$ cat src/rtl/baud_pkg.sv
package baud_pkg;
  localparam int unsigned MANT_W    = 12;
  localparam int unsigned FRAC_W    = 4;
  localparam int unsigned OS_WIDE   = 16;
  localparam int unsigned OS_NARROW = 8;
endpackage

$ cat src/rtl/baud_frac_acc.sv
module baud_frac_acc
  import baud_pkg::*;
#(
  parameter int unsigned FW = FRAC_W
) (
  input  logic          clk_i,
  input  logic          rst_ni,
  input  logic          en_i,
  input  logic          os8_i,
  input  logic [FW-1:0] frac_i,
  input  logic          hit_i,
  output logic          stretch_o
);
  logic [FW-1:0] acc_q, acc_d;
  logic [FW-1:0] frac_scaled;
  logic [FW:0]   sum;

  // by-8 mode: eighths rescaled to sixteenths so one accumulator serves both modes
  always_comb begin
    frac_scaled = os8_i ? {frac_i[FW-2:0], 1'b0} : frac_i;
    sum         = {1'b0, acc_q} + {1'b0, frac_scaled};
    stretch_o   = sum[FW];
  end

  always_comb begin
    acc_d = acc_q;
    if (!en_i)      acc_d = '0;
    else if (hit_i) acc_d = sum[FW-1:0];
  end

  always_ff @(posedge clk_i or negedge rst_ni) begin
    if (!rst_ni) acc_q <= '0;
    else         acc_q <= acc_d;
  end

  AST_ACC_CLEAR: assert property (@(posedge clk_i) disable iff (!rst_ni)
    !en_i |=> acc_q == '0);
endmodule

$ cat src/rtl/baud_period_cnt.sv
module baud_period_cnt
  import baud_pkg::*;
#(
  parameter int unsigned MW = MANT_W
) (
  input  logic          clk_i,
  input  logic          rst_ni,
  input  logic          en_i,
  input  logic [MW-1:0] mant_i,
  input  logic          stretch_i,
  output logic          hit_o,
  output logic          tick_o
);
  logic [MW-1:0] cnt_q, cnt_d;
  logic [MW-1:0] mant_eff;
  logic [MW-1:0] target;
  logic          tick_q, tick_d;

  always_comb begin
    mant_eff = (mant_i == '0) ? MW'(1) : mant_i;
    target   = mant_eff - MW'(1) + MW'(stretch_i);
    hit_o    = en_i && (cnt_q == target);
  end

  always_comb begin
    cnt_d  = cnt_q + MW'(1);
    if (!en_i || hit_o) cnt_d = '0;
    tick_d = hit_o;
  end

  always_ff @(posedge clk_i or negedge rst_ni) begin
    if (!rst_ni) begin
      cnt_q  <= '0;
      tick_q <= 1'b0;
    end else begin
      cnt_q  <= cnt_d;
      tick_q <= tick_d;
    end
  end

  assign tick_o = tick_q;

  AST_PHASE_RESTART: assert property (@(posedge clk_i) disable iff (!rst_ni)
    $rose(en_i) |-> cnt_q == '0);
endmodule

$ cat src/rtl/baud_os_div.sv
module baud_os_div
  import baud_pkg::*;
#(
  parameter int unsigned OS_MAX = OS_WIDE,
  parameter int unsigned OS_MIN = OS_NARROW
) (
  input  logic clk_i,
  input  logic rst_ni,
  input  logic en_i,
  input  logic os8_i,
  input  logic hit_i,
  output logic tick_o
);
  localparam int unsigned CW = $clog2(OS_MAX);

  logic [CW-1:0] os_q, os_d;
  logic [CW-1:0] last;
  logic          wrap;
  logic          tick_q, tick_d;

  always_comb begin
    last = os8_i ? CW'(OS_MIN - 1) : CW'(OS_MAX - 1);
    wrap = hit_i && (os_q >= last);
  end

  always_comb begin
    os_d = os_q;
    if (!en_i)      os_d = '0;
    else if (wrap)  os_d = '0;
    else if (hit_i) os_d = os_q + CW'(1);
    tick_d = wrap && (os_q == last);
  end

  always_ff @(posedge clk_i or negedge rst_ni) begin
    if (!rst_ni) begin
      os_q   <= '0;
      tick_q <= 1'b0;
    end else begin
      os_q   <= os_d;
      tick_q <= tick_d;
    end
  end

  assign tick_o = tick_q;

  AST_BIT_WRAPS: assert property (@(posedge clk_i) disable iff (!rst_ni)
    tick_d |=> os_q == '0);
endmodule

$ cat src/rtl/frac_baud_gen.sv
module frac_baud_gen
  import baud_pkg::*;
#(
  parameter int unsigned MW     = MANT_W,
  parameter int unsigned FW     = FRAC_W,
  parameter int unsigned OS_MAX = OS_WIDE,
  parameter int unsigned OS_MIN = OS_NARROW
) (
  input  logic          clk_i,
  input  logic          rst_ni,
  input  logic          en_i,
  input  logic          os8_i,
  input  logic [MW-1:0] mant_i,
  input  logic [FW-1:0] frac_i,
  output logic          smp_tick_o,
  output logic          bit_tick_o
);
  logic rst_meta_q, rst_sync_q;
  logic hit;
  logic stretch;

  // asynchronous assertion, synchronous release
  always_ff @(posedge clk_i or negedge rst_ni) begin
    if (!rst_ni) begin
      rst_meta_q <= 1'b0;
      rst_sync_q <= 1'b0;
    end else begin
      rst_meta_q <= 1'b1;
      rst_sync_q <= rst_meta_q;
    end
  end

  baud_frac_acc #(.FW(FW)) u_acc (
    .clk_i     (clk_i),
    .rst_ni    (rst_sync_q),
    .en_i      (en_i),
    .os8_i     (os8_i),
    .frac_i    (frac_i),
    .hit_i     (hit),
    .stretch_o (stretch)
  );

  baud_period_cnt #(.MW(MW)) u_cnt (
    .clk_i     (clk_i),
    .rst_ni    (rst_sync_q),
    .en_i      (en_i),
    .mant_i    (mant_i),
    .stretch_i (stretch),
    .hit_o     (hit),
    .tick_o    (smp_tick_o)
  );

  baud_os_div #(.OS_MAX(OS_MAX), .OS_MIN(OS_MIN)) u_os (
    .clk_i  (clk_i),
    .rst_ni (rst_sync_q),
    .en_i   (en_i),
    .os8_i  (os8_i),
    .hit_i  (hit),
    .tick_o (bit_tick_o)
  );

  AST_IDLE_QUIET: assert property (@(posedge clk_i) disable iff (!rst_sync_q)
    !en_i |=> !smp_tick_o && !bit_tick_o);
  AST_BIT_WITH_SAMPLE: assert property (@(posedge clk_i) disable iff (!rst_sync_q)
    bit_tick_o |-> smp_tick_o);
endmodule

$ cat config.mk
export PLATFORM = sky130hd
export DESIGN_NAME = frac_baud_gen
export DESIGN_NICKNAME = d
export VERILOG_FILES = /design/src/rtl/baud_pkg.sv /design/src/rtl/baud_frac_acc.sv /design/src/rtl/baud_period_cnt.sv /design/src/rtl/baud_os_div.sv /design/src/rtl/frac_baud_gen.sv
export SDC_FILE = /design/constraint.sdc
export NUM_CORES = 1
export LEC_CHECK = 0
export BUFFER_PORTS_ARGS = -buffer_cell sky130_fd_sc_hd__buf_2
export CORE_MARGIN = 3
export CORE_UTILIZATION = 58
export DETAILED_ROUTE_END_ITERATION = 6
export MAX_ROUTING_LAYER = met4
export PLACE_DENSITY = 0.8
export SKIP_LAST_GASP = 1
export SYNTH_ARGS = -nofsm -noshare
export SYNTH_HDL_FRONTEND = slang
export SYNTH_SLANG_ARGS = --single-unit
$ cat constraint.sdc
create_clock -name clk_i -period 0.9 [get_ports clk_i]
set_input_delay 0.18 -clock clk_i [delete_from_list [all_inputs] [get_ports clk_i]]
set_output_delay 0.18 -clock clk_i [all_outputs]
set_load 0.05 [all_outputs]
## Word level (Yosys, flattened, before mapping)

Cells that the tools add are included.

- Flip-flop bits (word level): 24
- Input bits: 20
- Logic and storage cells: 32

- $add $sub $neg: 5
- Order comparisons: 1
- Equal/unequal tests: 4
- Multiplexer cells: 9
- Reduce and logical (&&, ||, !) cells: 6

Operators by type and width:

| operator | count |
|---|---|
| 4-bit 2-to-1 mux | 7 |
| 12-bit 2-to-1 mux | 2 |
| 12-bit by 1-bit adder with 12-bit output | 1 |
| 12-bit by 1-bit adder with 12-bit output, second input constant | 1 |
| 12-bit == test | 1 |
| 12-bit logical NOT | 1 |
| 12-bit by 1-bit subtractor with 12-bit output, second input constant | 1 |
| 4-bit by 4-bit adder with 5-bit output | 1 |
| 4-bit by 1-bit adder with 4-bit output, second input constant | 1 |
| 4-bit == test | 1 |
| 4-bit >= comparator | 1 |
| 1-bit logical AND | 3 |
| 3-bit by 1-bit inequality test with 1-bit output, second input constant | 1 |
| 2-bit by 1-bit inequality test with 1-bit output, second input constant | 1 |
| 1-bit logical NOT | 1 |
| 1-bit logical OR | 1 |

## Logic depth before layout (Yosys ltp)

- Depth in word-level cells: 9
- Depth in mapped cells: 16

## By module

A second synthesis with hierarchy kept.

- Cells, all modules: 190
- Area, all modules: 1830.5 sq um

By module, submodules not included:

| module | instances | cells each | area each (sq um) |
|---|---|---|---|
| baud_period_cnt | 1 | 131 | 1178.6 |
| baud_frac_acc | 1 | 31 | 340.3 |
| baud_os_div | 1 | 25 | 257.7 |
| frac_baud_gen | 1 | 3 | 53.8 |

## Worst setup path after synthesis

Ideal clock, no wire load.

- Path type: reg-to-reg
- Start point: register u_acc.acc_q[0]
- End point: register u_cnt.cnt_q[10]
- Library setup time: 0.119 ns
- Data arrival time: 3.780 ns
- Required time: 0.781 ns
- Path slack: -2.999 ns
- Cell stages (with the launch flop): 16
- Buffers on the path: 3
- Clock period less this slack: 3.899 ns
- Cell sequence: dfrtp_1 -> ha_1 -> fa_1 -> a21o_1 -> a21oi_1 -> ha_1 -> ha_1 -> or3b_2 -> clkbuf_1 -> nor4_1 -> o2111ai_1 -> or4_1 -> buf_2 -> o31ai_4 -> buf_6 -> nor2_1

- Longest elaborated chain between the ends: 6

Ends and longest elaborated chain:

| what | RTL line | text |
|---|---|---|
| start: declaration | baud_frac_acc.sv:14 | `logic [FW-1:0] acc_q, acc_d;` |
| start signal: assignment | baud_frac_acc.sv:32 | `if (!rst_ni) acc_q <= '0;` |
| start signal: assignment | baud_frac_acc.sv:33 | `else acc_q <= acc_d;` |
| 4-bit by 4-bit adder with 5-bit output | baud_frac_acc.sv:21 | `sum = {1'b0, acc_q} + {1'b0, frac_scaled};` |
| 12-bit by 1-bit adder with 12-bit output | baud_period_cnt.sv:21 | `target = mant_eff - MW'(1) + MW'(stretch_i);` |
| 12-bit == test | baud_period_cnt.sv:22 | `hit_o = en_i && (cnt_q == target);` |
| 1-bit logical AND | baud_period_cnt.sv:22 |  |
| 1-bit logical OR | baud_period_cnt.sv:27 | `if (!en_i \|\| hit_o) cnt_d = '0;` |
| 12-bit 2-to-1 mux | baud_period_cnt.sv:27 |  |
| via u_cnt.cnt_d[10] | baud_period_cnt.sv:14 | `logic [MW-1:0] cnt_q, cnt_d;` |
| end signal: assignment | baud_period_cnt.sv:36 | `cnt_q <= cnt_d;` |
| end: declaration | baud_period_cnt.sv:14 |  |

The timed path passes the listed nets, and every way through them passes these cells.
A chain may end at the register's enable or synchronous reset.

## Worst setup path after layout

- Start point: register u_acc.acc_q[0]
- End point: register u_acc.acc_q[2]

- Longest elaborated chain between the ends: 5
- Elaborated cells between the ends (all ways): 7
- Classes of those cells: add/sub (2); eq/ne (2); mux (2); reduce/logical (1)

Ends and longest elaborated chain:

| what | RTL line |
|---|---|
| 4-bit by 4-bit adder with 5-bit output (*) | baud_frac_acc.sv:21 |
| 12-bit by 1-bit adder with 12-bit output | baud_period_cnt.sv:21 |
| 12-bit == test | baud_period_cnt.sv:22 |
| 1-bit logical AND | baud_period_cnt.sv:22 |
| 2-bit by 1-bit inequality test with 1-bit output (no source line) | -- |

Mark *: on every way between the ends. The rest lies on a longest branch, timed or not. The select of a mux whose other input is x is not followed.

==> results_dict.tcl <==
set metrics [dict create \
    violations "design-rule violations, negative setup slack" \
    power.density_nw_per_um2 971 \
    root_buffer "clkbuf_4" \
    cts_buffers 3 \
    portBuffers 21 \
    ys_warn_count 0 \
    rsz0062_at_grt "yes" \
    clock_sinks 24 \
    ios 22 \
    synth_edf_count 0 \
    totalWireLength_mm 8.27 \
    netlist_instances 183 \
    fp-row-count 19 \
    dp_hpwl_mm 3.80 \
    antenna_cells 0 \
    clock_latency_ns 0.33 \
    fillers 88 \
    cpMostUsedCell "buf_4" \
    crit_type "reg -> reg" \
    globalRouteOverflowTotal 0 \
    leakagePower_nw 1.21 \
    die_area_um2 3710 \
    remaining_drc_errors 157 \
    finalWorstSetupSlack_ns -2.96 \
    cts.reportedPaths.clkPinSlew_ns 0.13 \
    worst-slew-pin-transition_ns 0.684 \
    max_slew_margin_pct 53.7 \
    path_delay_family "simple AND/OR/NAND/NOR gates" \
    drive_above_1_share_pct 48.0 \
    fp.dieH_um 60.9 \
    timing.fmax_mhz 259 \
    htree_levels 1 \
    yosys_register_bits 24 \
    wl_per_cell_um 27.6 \
    antenna_found_initial 0 \
    gp_congestion 0.842 \
    final_common_cell "buf_4" \
    grt_pass1_vias 2019 \
    cp-end-kind "flop" \
    hp-class "in -> async" \
    avgSynthCellArea_um2 9.56 \
    status "finished, violations left" \
    synthDistinctLibCells 48 \
    die_x_um 60.9 \
    worstPathCellList "ha_2 > fa_2 > a21o_1 > a21oi_2 > ha_2 > buf_4 > buf_4 > or4b_4 > buf_4 > nor3_1 > nor4bb_1 > a21oi_4 > nor3_1 > buf_4 > a211oi_1" \
    syn_area_um2 1750 \
    viasPerCell 7.27 \
    ys_async_sr_fraction_pct 100 \
    crit_path_max_incr_delay_ns 0.48 \
    synth_flop_cell "dfrtp_1" \
    crit_buf_inv 4 \
    cts_tree "done" \
    pre_cts_slack_ns -2.95 \
    fin_crit_ns 3.86 \
    ys_seq_area_share_pct 34.3 \
    maxCapViolCount 0 \
    start_util_pct 62.4 \
    syn-num-nets 213 \
    cp_slowest_cell "or4b_4" \
    nets 300 \
    syn_to_final_growth_pct 50.4 \
    skew_ns 0.00605 \
    worstPathArrival_ns 4.10 \
    grt_usage_pct 36.5 \
    crit_fanout 5 \
    final-max-slew-violation-count 0 \
    grt_max_degree 23 \
    setup_viol 24 \
    period_share_pct 429 \
    cp-start-kind "flop" \
    ant_nets 0 \
    cts_buffer_depth 2 \
    drt-pass1-iter-count 7 \
    hold_violations 0 \
    peakVddDrop_v 0.00116 \
    layout_common_cells "buf_4, dfrtp_1, buf_2" \
    drtIter0Drc 422 \
    crit_required_ns 1.14 \
    grt_pass1_wl_mm 9.48 \
    vias 2180 \
    core_um2 2810 \
    total_power_mw 2.55 \
]
==> what timing repair did <==
action | 4_1_cts | 5_1_grt
resized for setup | 24 | 14
hold buffers | 1 | 0
setup endpoints to repair | 24 | 24
pin swaps | 17 | 6
setup buffers | 4 | 4
hold endpoints to repair | 2 | 0
==> area by class of cell <==
| class | count | area [um2] | share of cell area (%) |
|---|---|---|---|
| Multi-Input combinational cell | 144 | 1250 | 47.7 |
| Inverter | 7 | 26.3 | 0.999 |
| Tap cell | 31 | 38.8 | 1.47 |
| Clock inverter | 1 | 30.0 | 1.14 |
| Timing Repair Buffer | 90 | 657 | 25.0 |
| Clock buffer | 3 | 22.5 | 0.856 |
| Sequential cell | 24 | 601 | 22.8 |
==> where the power goes <==
group | switching (mW) | total, mW | leakage, nW | internal (mW)
combinational | 0.372 | 0.651 | 0.851 | 0.279
sequential | 0.0177 | 1.11 | 0.328 | 1.09
clock | 0.340 | 0.791 | 0.0279 | 0.451
total | 0.729 | 2.55 | 1.21 | 1.82
==> cells by family (layout without fill, tap and decap cells) <==
family / count (synthesis) / in the layout / share of synthesized area [%]
buf+inv: 15 / 101 / 4.65
compound gates: 29 / 29 / 12.5
simple gates: 70 / 70 / 22.9
xor+xnor: 27 / 27 / 13.5
fa+ha+maj: 10 / 10 / 7.58
other cells: 1 / 1 / 0.214
mux: 7 / 7 / 4.29
flops: 24 / 24 / 34.3
==> registers in the layout (all words and copies together) (netlist names) <==
register / cells
u_acc.acc_q: 4
u_cnt.cnt_q: 12
rst_sync_q: 1
u_os.tick_o: 1
u_os.os_q: 4
u_cnt.tick_o: 1
rst_meta_q: 1
==> per-layer routing <==
layer / track usage [%] / up-vias / wire, um
met2: 63.7 / 233 / 3620
met1: 38.3 / 999 / 2760
met5: - / - / 0
met3: 7.45 / 118 / 1060
li1: - / 830 / -
met4: 19.5 / 0 / 832
==> worst paths after layout <==
kind,slack [ns],depth (start not counted),start,end
max in group asynchronous,0.45,1,rst_sync_q,u_cnt.cnt_q[4]
min in group clk_i,0.27,4,en_i,u_os.os_q[2]
hold reg to reg,0.23,1,rst_sync_q,u_cnt.cnt_q[8]
setup / recovery,-2.96,15,u_acc.acc_q[0],u_acc.acc_q[2]
hold / removal,0.13,2,rst_ni,rst_sync_q
setup reg to reg,-2.96,15,u_acc.acc_q[0],u_acc.acc_q[2]
==> per-stage QoR <==
step | instance area (um2) | TNS, ns | hold WS, ns | utilization [%] | instances
after floorplan | 1790 | -59.23 | -0.116 | - | 183
after global routing | 2630 | -70.01 | 0.147 | 93.8 | 300
final | 2630 | -63.30 | 0.132 | 93.8 | 300
after detailed placement | 2320 | -63.75 | -0.0328 | 82.6 | 287
after global placement | 2320 | -61.55 | -0.0362 | 82.6 | 287
after CTS | 2540 | -59.34 | 0.124 | 90.5 | 296
==> Yosys cell counts, types with 5 or more instances <==
library cell	n	area, um2
nand4_1	7	43.8
dfrtp_1	24	601
xnor2_1	15	131
nor2_1	21	78.8
nor4_1	5	31.3
xor2_1	12	105
a21oi_1	6	30.0
inv_1	7	26.3
nand2_1	8	30.0
ha_1	9	113
nand3_1	6	30.0
==> worst register-to-register path, delay by kind of cell (launching register included) <==
kind | cells | cell delay [ns]
adders and majority gates | 3 | 0.79
and+or+nand+nor | 4 | 1.03
DFF | 1 | 0.42
buffers and inverters | 4 | 0.59
AOI/OAI and AO/OA | 4 | 0.95
(Power assumes the default switching activity.)
